### src/rtl/sio_pkg.sv
package sio_pkg;
  localparam int DW = 8;
  localparam int AW = 3;
  localparam int NERR = 3;

  typedef enum logic [AW-1:0] {
    A_MODE = 3'd0,
    A_RATE = 3'd1,
    A_CTRL = 3'd2,
    A_TXD  = 3'd3,
    A_STAT = 3'd4,
    A_RXD  = 3'd5,
    A_AUXA = 3'd6,
    A_AUXB = 3'd7
  } reg_addr_e;

  // control bit positions
  localparam int C_IE_IDLE  = 2;
  localparam int C_RX_EN    = 4;
  localparam int C_TX_EN    = 5;
  localparam int C_IE_RX    = 6;
  localparam int C_IE_EMPTY = 7;

  // status bit positions
  localparam int S_MPTX  = 0;
  localparam int S_MPRX  = 1;
  localparam int S_IDLE  = 2;
  localparam int S_ERR0  = 3;
  localparam int S_FULL  = 6;
  localparam int S_EMPTY = 7;

  // error vector index (err[i] sits at status bit S_ERR0+i)
  localparam int E_PAR = 0;
  localparam int E_FRM = 1;
  localparam int E_OVR = 2;

  localparam logic [DW-1:0] RST_MODE = 8'h00;
  localparam logic [DW-1:0] RST_RATE = 8'hFF;
  localparam logic [DW-1:0] RST_CTRL = 8'h00;
  localparam logic [DW-1:0] RST_TXD  = 8'hFF;
  localparam logic [DW-1:0] RST_RXD  = 8'h00;
  localparam logic [DW-1:0] RST_AUX  = 8'h00;
endpackage

### src/rtl/sio_tx_flags.sv
module sio_tx_flags (
  input  logic clk,
  input  logic rst_n,
  input  logic ctrl_wr,
  input  logic tx_en_new,
  input  logic ie_empty,
  input  logic ie_idle,
  input  logic txd_wr,
  input  logic tx_done,
  output logic tx_empty_q,
  output logic tx_idle_q,
  output logic tx_load_q,
  output logic irq_empty_q,
  output logic irq_idle_q
);
  logic empty_d, idle_d, load_d, irq_empty_d, irq_idle_d;

  always_comb begin
    empty_d     = tx_empty_q;
    idle_d      = tx_idle_q;
    load_d      = 1'b0;
    irq_empty_d = 1'b0;
    irq_idle_d  = irq_idle_q;
    // bus side first
    if (ctrl_wr && tx_en_new) begin
      empty_d = 1'b1;
      idle_d  = 1'b1;
      if (ie_empty) irq_empty_d = 1'b1;
    end
    if (ctrl_wr && !ie_idle) irq_idle_d = 1'b0;
    if (txd_wr) begin
      if (tx_idle_q) begin
        load_d      = 1'b1;
        idle_d      = 1'b0;
        empty_d     = 1'b1;
        irq_idle_d  = 1'b0;
        if (ie_empty) irq_empty_d = 1'b1;
      end else begin
        empty_d = 1'b0;
      end
    end
    // then the frame engine
    if (tx_done) begin
      if (!empty_d) begin
        load_d      = 1'b1;
        idle_d      = 1'b0;
        empty_d     = 1'b1;
        irq_idle_d  = 1'b0;
        if (ie_empty) irq_empty_d = 1'b1;
      end else begin
        idle_d = 1'b1;
        if (ie_idle) irq_idle_d = 1'b1;
      end
    end
  end

  always_ff @(posedge clk or negedge rst_n) begin
    if (!rst_n) begin
      tx_empty_q  <= 1'b1;
      tx_idle_q   <= 1'b1;
      tx_load_q   <= 1'b0;
      irq_empty_q <= 1'b0;
      irq_idle_q  <= 1'b0;
    end else begin
      tx_empty_q  <= empty_d;
      tx_idle_q   <= idle_d;
      tx_load_q   <= load_d;
      irq_empty_q <= irq_empty_d;
      irq_idle_q  <= irq_idle_d;
    end
  end
endmodule

### src/rtl/sio_rx_flags.sv
module sio_rx_flags
  import sio_pkg::*;
(
  input  logic            clk,
  input  logic            rst_n,
  input  logic            ctrl_wr,
  input  logic            ie_rx,
  input  logic            stat_rd,
  input  logic            stat_wr,
  input  logic [NERR-1:0] stat_wbits,
  input  logic            rxd_rd,
  input  logic            rx_valid,
  input  logic [DW-1:0]   rx_byte,
  input  logic            rx_break,
  output logic            rx_full_q,
  output logic [NERR-1:0] err_q,
  output logic [DW-1:0]   rxd_q,
  output logic            irq_rx_q,
  output logic            irq_err_q
);
  logic [NERR-1:0] err_d, seen_q, seen_d;
  logic            full_d, irq_rx_d, irq_err_d, rxd_en;

  always_comb begin
    full_d    = rx_full_q;
    err_d     = err_q;
    seen_d    = seen_q;
    irq_err_d = irq_err_q;
    irq_rx_d  = 1'b0;
    rxd_en    = 1'b0;
    if (stat_rd) seen_d = err_q;
    if (rxd_rd)  full_d = 1'b0;
    if (stat_wr) begin
      for (int i = 0; i < NERR; i++) begin
        if (!stat_wbits[i] && seen_q[i]) begin
          err_d[i]  = 1'b0;
          seen_d[i] = 1'b0;
        end
      end
      if (err_d == '0) irq_err_d = 1'b0;
    end
    if (ctrl_wr && !ie_rx) irq_err_d = 1'b0;
    if (rx_break) begin
      err_d[E_FRM] = 1'b1;
      if (ie_rx) irq_err_d = 1'b1;
    end
    if (rx_valid) begin
      if (full_d) begin
        err_d[E_OVR] = 1'b1;
        if (ie_rx) irq_err_d = 1'b1;
      end else begin
        rxd_en   = 1'b1;
        full_d   = 1'b1;
        irq_rx_d = ie_rx;
      end
    end
    // a freshly set error has not been seen yet
    seen_d = seen_d & ~(err_d & ~err_q);
  end

  always_ff @(posedge clk or negedge rst_n) begin
    if (!rst_n) begin
      rx_full_q <= 1'b0;
      err_q     <= '0;
      seen_q    <= '0;
      irq_rx_q  <= 1'b0;
      irq_err_q <= 1'b0;
    end else begin
      rx_full_q <= full_d;
      err_q     <= err_d;
      seen_q    <= seen_d;
      irq_rx_q  <= irq_rx_d;
      irq_err_q <= irq_err_d;
    end
  end

  always_ff @(posedge clk or negedge rst_n) begin
    if (!rst_n)      rxd_q <= RST_RXD;
    else if (rxd_en) rxd_q <= rx_byte;
  end
endmodule

### src/rtl/sio_regs.sv
module sio_regs
  import sio_pkg::*;
(
  input  logic          clk,
  input  logic          rst_n,
  input  logic          bus_sel,
  input  logic          bus_wr,
  input  logic [AW-1:0] bus_addr,
  input  logic [DW-1:0] bus_wdata,
  output logic [DW-1:0] bus_rdata,
  output logic [DW-1:0] cfg_mode,
  output logic [DW-1:0] cfg_rate,
  output logic          cfg_tx_en,
  output logic          cfg_rx_en,
  output logic          tx_load,
  output logic [DW-1:0] tx_byte,
  input  logic          tx_done,
  input  logic          rx_valid,
  input  logic [DW-1:0] rx_byte,
  input  logic          rx_break,
  output logic          irq_rx_full,
  output logic          irq_tx_empty,
  output logic          irq_tx_idle,
  output logic          irq_err
);
  // reset: asserted asynchronously, released on a clock edge
  logic [1:0] rst_pipe_q;
  logic       rst_sync_n;
  always_ff @(posedge clk or negedge rst_n) begin
    if (!rst_n) rst_pipe_q <= 2'b00;
    else        rst_pipe_q <= {rst_pipe_q[0], 1'b1};
  end
  assign rst_sync_n = rst_pipe_q[1];

  logic          wr_en, rd_en, cfg_lock;
  logic          mode_wr, rate_wr, ctrl_wr, txd_wr, stat_wr, auxa_wr, auxb_wr;
  logic          stat_rd, rxd_rd;
  logic [DW-1:0] mode_q, rate_q, ctrl_q, txd_q, auxa_q, auxb_q;
  logic [DW-1:0] ctrl_eff;
  logic          mptx_q;
  logic          tx_empty_q, tx_idle_q, rx_full_q;
  logic [NERR-1:0] err_q;
  logic [DW-1:0] rxd_q, stat_v;

  assign wr_en    = bus_sel & bus_wr;
  assign rd_en    = bus_sel & ~bus_wr;
  assign cfg_lock = ctrl_q[C_TX_EN] | ctrl_q[C_RX_EN];

  assign mode_wr = wr_en && (bus_addr == A_MODE) && !cfg_lock;
  assign rate_wr = wr_en && (bus_addr == A_RATE) && !cfg_lock;
  assign ctrl_wr = wr_en && (bus_addr == A_CTRL);
  assign txd_wr  = wr_en && (bus_addr == A_TXD);
  assign stat_wr = wr_en && (bus_addr == A_STAT);
  assign auxa_wr = wr_en && (bus_addr == A_AUXA);
  assign auxb_wr = wr_en && (bus_addr == A_AUXB);
  assign stat_rd = rd_en && (bus_addr == A_STAT);
  assign rxd_rd  = rd_en && (bus_addr == A_RXD);

  // control value in force for this cycle's events
  assign ctrl_eff = ctrl_wr ? bus_wdata : ctrl_q;

  always_ff @(posedge clk or negedge rst_sync_n) begin
    if (!rst_sync_n) begin
      mode_q <= RST_MODE;
      rate_q <= RST_RATE;
      ctrl_q <= RST_CTRL;
      txd_q  <= RST_TXD;
      auxa_q <= RST_AUX;
      auxb_q <= RST_AUX;
      mptx_q <= 1'b0;
    end else begin
      if (mode_wr) mode_q <= bus_wdata;
      if (rate_wr) rate_q <= bus_wdata;
      if (ctrl_wr) ctrl_q <= bus_wdata;
      if (txd_wr)  txd_q  <= bus_wdata;
      if (auxa_wr) auxa_q <= bus_wdata;
      if (auxb_wr) auxb_q <= bus_wdata;
      if (stat_wr) mptx_q <= bus_wdata[S_MPTX];
    end
  end

  sio_tx_flags u_tx (
    .clk        (clk),
    .rst_n      (rst_sync_n),
    .ctrl_wr    (ctrl_wr),
    .tx_en_new  (bus_wdata[C_TX_EN]),
    .ie_empty   (ctrl_eff[C_IE_EMPTY]),
    .ie_idle    (ctrl_eff[C_IE_IDLE]),
    .txd_wr     (txd_wr),
    .tx_done    (tx_done),
    .tx_empty_q (tx_empty_q),
    .tx_idle_q  (tx_idle_q),
    .tx_load_q  (tx_load),
    .irq_empty_q(irq_tx_empty),
    .irq_idle_q (irq_tx_idle)
  );

  sio_rx_flags u_rx (
    .clk       (clk),
    .rst_n     (rst_sync_n),
    .ctrl_wr   (ctrl_wr),
    .ie_rx     (ctrl_eff[C_IE_RX]),
    .stat_rd   (stat_rd),
    .stat_wr   (stat_wr),
    .stat_wbits(bus_wdata[S_ERR0 +: NERR]),
    .rxd_rd    (rxd_rd),
    .rx_valid  (rx_valid),
    .rx_byte   (rx_byte),
    .rx_break  (rx_break),
    .rx_full_q (rx_full_q),
    .err_q     (err_q),
    .rxd_q     (rxd_q),
    .irq_rx_q  (irq_rx_full),
    .irq_err_q (irq_err)
  );

  always_comb begin
    stat_v                    = '0;
    stat_v[S_MPTX]            = mptx_q;
    stat_v[S_MPRX]            = 1'b0;
    stat_v[S_IDLE]            = tx_idle_q;
    stat_v[S_ERR0 +: NERR]    = err_q;
    stat_v[S_FULL]            = rx_full_q;
    stat_v[S_EMPTY]           = tx_empty_q;
  end

  always_comb begin
    unique case (bus_addr)
      A_MODE: bus_rdata = mode_q;
      A_RATE: bus_rdata = rate_q;
      A_CTRL: bus_rdata = ctrl_q;
      A_TXD:  bus_rdata = txd_q;
      A_STAT: bus_rdata = stat_v;
      A_RXD:  bus_rdata = rxd_q;
      A_AUXA: bus_rdata = auxa_q;
      A_AUXB: bus_rdata = auxb_q;
      default: bus_rdata = '1;
    endcase
  end

  assign cfg_mode  = mode_q;
  assign cfg_rate  = rate_q;
  assign cfg_tx_en = ctrl_q[C_TX_EN];
  assign cfg_rx_en = ctrl_q[C_RX_EN];
  assign tx_byte   = txd_q;
endmodule

### config.mk
export PLATFORM = sky130hd
export DESIGN_NAME = sio_regs
export DESIGN_NICKNAME = d
export VERILOG_FILES = /design/src/rtl/sio_pkg.sv /design/src/rtl/sio_tx_flags.sv /design/src/rtl/sio_rx_flags.sv /design/src/rtl/sio_regs.sv
export SDC_FILE = /design/constraint.sdc
export NUM_CORES = 1
export LEC_CHECK = 0
export BUFFER_PORTS_ARGS = -buffer_cell sky130_fd_sc_hd__buf_2
export CAP_MARGIN = 15
export CORE_ASPECT_RATIO = 2
export CORE_MARGIN = 8
export CORE_UTILIZATION = 35
export CTS_BUF_LIST = sky130_fd_sc_hd__clkbuf_2 sky130_fd_sc_hd__clkbuf_4 sky130_fd_sc_hd__clkbuf_8
export DETAILED_ROUTE_END_ITERATION = 8
export PLACE_DENSITY_LB_ADDON = 0.15
export SLEW_MARGIN = 15
export SYNTH_ARGS = -nofsm -noshare
export SYNTH_HDL_FRONTEND = slang
export SYNTH_SLANG_ARGS = --single-unit
### constraint.sdc
create_clock -name clk -period 3.1 [get_ports clk]
set_input_delay 0.465 -clock clk [delete_from_list [all_inputs] [get_ports clk]]
set_output_delay 0.465 -clock clk [all_outputs]
set_load 0.05 [all_outputs]
==> qor.txt, run 1 <==
outcome: complete, no violations
TritonCTS clock tree: built
Ant. Diodes: 0
Internal Pwr Total: 2.022 mW
initial antenna violation count: 0
Sw Share: 34.84%
fin crit period: 2.465 ns
DR iter-0 viols: 121
Layout area overhead: 20.74%
Slew @ Worst Pin: 0.7146 ns
CTS clock-pin slew for the worst setup and hold paths: 0.07 ns
largest net degree at the start of global routing: 43
Reg power frac: 42.9%
Comb pwr share: 29.0%
WP depth: 6
cts bufs inserted: 9
syn avg cell area: 11.76 um2
Arrival @ worst endpoint: 2.00 ns
Async SR Flop Fraction: 100.0%
Placed Instances: 486
Critical Path, Cell by Cell: buf_2 > or2_2 > o22ai_1 > nand2_1 > o221ai_1 > buf_2
Synth area leaders: dfrtp_1, mux2_2, dfstp_2
R2R cell count: 2
sequential share of the synthesized area: 52.77%
Synth top area share: 39.27%
IO buf count: 64
final total power: 3.104 mW
core box area: 9763 um2
H-tree Lvls: 3
Rel. slew slack: 52.36%
commonest non-fill, non-tap cell in the layout: buf_2
reg2reg end: cfg_rate[4]
FILL cells: 976
startpoint types: input port
CP endpoint kind: output pin
drt first pass iters: 4
IO Count: 65
most frequent cells in the layout: buf_2, dfrtp_1, mux2_2, nand2_1, nor2_1
r2r startpoint: ctrl_q[4]
worst skew pair latency: 0.35 ns
maxcap violations: 0
Slowest cell on crit path: or2_2
Final Util: 43.34%
Post-synth top flop: dfrtp_1
CP Buf/Inv Count: 2
Pwr per Cell Area: 733.4 nW/um2
# hold bufs at CTS: 1
Total GRT Usage: 15.66%
slowest stage delay, CP: 0.44 ns
Period Utilization, post-route: 79.53%
Vert. Die Dim: 157.5 um
setup bufs post-CTS: 0
vias per inst: 5.245
max-slew violation count: 0
Via Count: 2638
Initial Utilization: 35.90%
Synth Register Bits: 73
Setup TNS: 0 ns
final WL: 10.18 mm
max frequency: 405.6 MHz
Post-synth EDFFs: 0
antenna-violating nets left: 0
clk sinks: 73
Post-Layout Cell Count: 503
row cnt: 51
clk buf depth: 2
die area: 13670 um2
cell count after synthesis: 298
VDD IR max: 0.3237 mV
DRC violations left: 0
crit-path most repeated cell: buf_2
GP Congestion: 0.7773
Yosys warning total: 0
CP max FO: 31
clock share of power: 28.0%
CP top delay family: buffers and inverters
RSZ-0062 raised after global routing: false
Hold/Removal Path Class: flop to asynchronous set/reset pin
Clock Skews: 0.009183 ns
total grt overflow: 0
leakage power: 1.919 nW
syn_nets: 324
cell taking the most area after synthesis: dfrtp_1
Post-Synthesis Cell Area: 3505 um2
Net Switching: 1.081 mW
wire per inst: 20.23 um
CTS Root Cell: clkbuf_8
NumNets Final: 392
endpoints failing setup: 0
die width: 86.76 um
crit path kind: input port to output pin
CP required: 2.63 ns
post-DP HPWL: 7.560 mm
CTS resizes: 0
share of layout cells above drive strength 1: 43.94%
Final Hold Fails: 0
first-pass GRT wire length: 15.81 mm
Netlist cell types: 47
FF-to-FF setup slack: 1.28 ns
number of global-route vias before repair: 2853
[cell usage after synthesis, types with 2 or more instances]
library cell  instances
nor2_1               20
o221ai_1              7
mux2_2               43
nand2b_1             10
o211ai_1              2
nand2_1              31
and2_1                2
o22ai_1               2
a22oi_1               4
mux2i_1              10
nand3_1               6
mux2_4                6
a221oi_1              3
o21ai_0              15
o211a_1               2
nand3b_1              4
a21oi_1               5
mux4_2                3
clkbuf_1              6
or2_2                 2
nor2b_1               4
a222oi_1              2
dfstp_2              18
o2bb2ai_1             3
dfrtp_1              55
buf_1                 4
inv_1                 6
buf_2                 4
[registers in the layout, summed over array words and instances, names as in the netlist, 2 cells and up]
signal and cells:
auxa_q 8, auxb_q 8, cfg_mode 8, cfg_rate 8, ctrl_q 8, tx_byte 8, u_rx.rxd_q 8, u_rx.err_q 3
u_rx.seen_q 3, rst_pipe_q 2
[cell families (layout without fill, tap and decap cells)]
group	after synthesis	in the layout	share of synthesized area, %
AO/OA/AOI/OAI	56	56	11.53
buffers and inverters	21	94	2.606
flip-flops	73	73	52.77
multiplexers	62	62	21.17
other	1	1	0.1070
AND/OR/NAND/NOR	85	85	11.82
[power by group through the flow]
stage               Combinational [mW]  Sequential (mW)  Clock [mW]
floorplan                        0.409             1.60           0
global placement                 0.900             1.35           0
detailed placement               0.911             1.35           0
CTS                              0.914             1.34       0.905
global route                     0.958             1.36       0.929
finish                           0.901             1.33       0.870
[worst max-delay path by stage]
| stage | startpoint | to |
|---|---|---|
| final | bus_addr[0] | bus_rdata[3] |
| after detailed placement | bus_addr[2] | auxa_q[3] |
| after floorplan | bus_addr[0] | bus_rdata[3] |
| after global routing | bus_addr[2] | bus_rdata[7] |
| after global placement | bus_addr[2] | auxa_q[1] |
| after CTS | bus_addr[0] | bus_rdata[3] |
[stage by stage]
step | hold WS (ns) | setup WS (ns) | area [um2]
finish | 0.3244 | 0.6347 | 4232
global route | 0.3373 | 0.5420 | 4232
CTS | 0.3074 | 0.6331 | 4232
detailed placement | 0.2505 | 0.4495 | 3988
global placement | 0.2485 | 0.4691 | 3988
floorplan | 0.1694 | 0.5019 | 3505
[cell type report]
type	instances	area (um2)	share of cell area [%]
Inverter	6	22.52	0.5322
Timing Repair Buffer	72	395.4	9.344
Clock inverter	2	60.06	1.419
Sequential cell	73	1851	43.73
Clock buffer	14	173.9	4.110
Tap cell	132	165.2	3.903
Multi-Input combinational cell	204	1564	36.96
[layer usage]
metal  track usage (%)  routed length [um]  up-vias
li1                  -                   -     1216
met1             16.53                3884     1319
met2             27.22                5479       80
met3             3.446                 452       23
met4             9.843                 358        0
met5                 0                   0        -
Note: power is estimated with default switching activity, not from simulation.
==> inputs of run 2 (changes only) <==
- clock period: 3.1 -> 2.22 ns (I/O delays scaled with it)
==> run 2 against run 1 <==
Net effect:
- highest routed layer unchanged
- critical path type is now flop to output pin
- worst hold slack worse by 0.13 ns
- sequential power up 39%
- count of clock-buffer cells in the layout down 3
- core utilization up 2.2 points
- via count up 1.6%
- register-to-register slack worse by 0.67 ns
- largest power group unchanged
- sequential share of layout area down 2.1 points
- total power up 43%
- final area up 5.0%
- global-route usage up 0.37 points
==> qor.txt, run 2 (synthesis results as in run 1) <==
number of global-route vias before repair: 2935 (+2.9%)
row cnt: 51 (unchanged)
final WL: 10.32 mm (+1.4%)
IO Count: 65 (unchanged)
area occupied by multi-input gates: 1583 um2 (+1.2%)
antenna-violating nets left: 0 (unchanged)
Final Hold Fails: 0 (unchanged)
setup bufs post-CTS: 0 (unchanged)
maxcap violations: 0 (unchanged)
largest net degree at the start of global routing: 72 (+67%)
clk sinks: 73 (unchanged)
placed inst area: 4184 um2 (+4.9%)
TritonCTS clock tree: built
Slowest cell on crit path: dfstp_2
max-slew violation count: 0 (unchanged)
CP Buf/Inv Count: 2 (unchanged)
NumNets Final: 409 (+4.3%)
IO buf count: 64 (unchanged)
clock share of power: 29.1% (+1.1 points)
Hold Path Origin: rx_break
initial antenna violation count: 0 (unchanged)
CP endpoint kind: output pin
startpoint types: flop
CP top delay family: flip-flops
Clock Skews: 0.01089 ns (+0.001704 ns)
Comb pwr share: 29.2% (+0.2 points)
vias per inst: 5.152 (-1.8%)
Initial Utilization: 35.90% (unchanged)
CTS Root Cell: clkbuf_8
Total GRT Usage: 16.03% (+0.37 points)
crit-path most repeated cell: a221oi_1
Vert. Die Dim: 157.5 um (unchanged)
final total power: 4.450 mW (+43%)
total grt overflow: 0 (unchanged)
FILL cells: 978 (+0.20%)
drt first pass iters: 5 (+1)
Layout area overhead: 26.74%
DR iter-0 viols: 117 (-3.3%)
Critical Path Source: u_tx.tx_empty_q
CP required: 1.89 ns (-0.74 ns)
CP max FO: 3 (-90%)
Ant. Diodes: 0 (unchanged)
first-pass GRT wire length: 16.13 mm (+2.0%)
RSZ-0062 raised after global routing: false
r2r startpoint: ctrl_q[4]
die area: 13670 um2 (unchanged)
cts bufs inserted: 9 (unchanged)
core box area: 9763 um2 (unchanged)
Setup TNS: 0 ns (unchanged)
GP Congestion: 0.8031 (+3.3%)
crit path kind: flop to output pin
Hold/Removal Path Class: input port to flop
slowest stage delay, CP: 0.53 ns (+0.09 ns)
final worst setup slack: 0.1751 ns (-0.4596 ns)
Arrival @ worst endpoint: 1.71 ns (-0.29 ns)
Period Utilization, post-route: 92.11%
clk buf depth: 2 (unchanged)
CTS clock-pin slew for the worst setup and hold paths: 0.08 ns (about the same)
pre-CTS setup slack: 0.1333 ns (-0.3162 ns)
register area: 1851 um2 (unchanged)
die width: 86.76 um (unchanged)
Final Util: 45.50% (+2.2 points)
max frequency: 489.0 MHz
wire per inst: 19.85 um (-1.9%)
Via Count: 2679 (+1.6%)
Net Switching: 1.545 mW (+43%)
leakage power: 2.023 nW (+5.4%)
fin crit period: 2.045 ns
Critical Path, Cell by Cell: inv_1 > a221oi_1 > a221oi_1 > nor2_1 > buf_2
endpoints failing setup: 0 (unchanged)
H-tree Lvls: 3 (unchanged)
DRC violations left: 0 (unchanged)
worst skew pair latency: 0.36 ns (about the same)
Sw Share: 34.71% (-0.13 points)
Internal Pwr Total: 2.905 mW (+44%)
most frequent cells in the layout: buf_2, dfrtp_1, mux2_2, nand2_1, nor2_1
VDD IR max: 0.6476 mV (+100%)
final instance area: 4442 um2 (+5.0%)
post-DP HPWL: 7.684 mm (+1.7%)
Pwr per Cell Area: 1002 nW/um2 (+37%)
Reg power frac: 41.6% (-1.3 points)
outcome: complete, no violations
share of layout cells above drive strength 1: 47.16% (+3.2 points)
commonest non-fill, non-tap cell in the layout: buf_2
## run 2: changes by cell type in the layout (fill, tap and decap cells not counted)
| cell | change |
|---|---|
| clkinvlp_4 | +1 |
| buf_12 | +4 |
| clkbuf_8 | -1 |
| clkbuf_4 | -2 |
| bufinv_16 | +1 |
| buf_4 | +13 |
| o221ai_2 | +3 |
| clkinv_2 | +1 |
| o221ai_1 | -3 |
## run 2: metrics by stage
stage               hold WS [ns]  std cells
floorplan                0.03741        298
global placement          0.1178        503
detailed placement        0.1196        503
CTS                       0.1790        520
global route              0.1748        520
finish                    0.1945        520
## run 2: power groups by stage
stage / registers (mW) / clock network [mW] / logic [mW]
6_report: 1.85 / 1.30 / 1.30
5_1_grt: 1.89 / 1.39 / 1.39
2_1_floorplan: 2.24 / 0 / 0.582
3_5_place_dp: 1.88 / 0 / 1.32
4_1_cts: 1.86 / 1.33 / 1.32
3_3_place_gp: 1.88 / 0 / 1.30
## run 2: final timing paths
check	end	slack (ns)	cells past startpoint
min in group asynchronous	u_rx.rxd_q[5]	0.26	1
max in group asynchronous	cfg_rate[6]	1.56	1
max reg2reg	cfg_mode[7]	0.61	2
min	u_rx.err_q[1]	0.19	2
min reg2reg	u_rx.rxd_q[5]	0.26	1
max	bus_rdata[7]	0.18	5
## run 2: what timing repair did
item | in CTS | in global routing
endpoints found under the hold margin | 2 | 0
hold buffers | 1 | 0
gates resized for setup | 0 | 0
## run 2: cell type report
class                   count  area share, %
repair buffers             89          12.90
well taps                 132          3.718
multi-input cells         204          35.63
clock inverters             5          2.310
clock buffers              11          3.268
flip-flops and latches     73          41.66
inverters                   6         0.5070
## run 2: per-layer routing
layer / share of wire (%) / wire length, um / GRT usage, % / vias up
li1: - / - / - / 1250
met1: 39 / 4014 / 16.82 / 1343
met2: 55 / 5698 / 28.94 / 63
met3: 2.8 / 288 / 3.394 / 23
met4: 3.1 / 320 / 8.106 / 0
met5: 0 / 0 / 0 / -
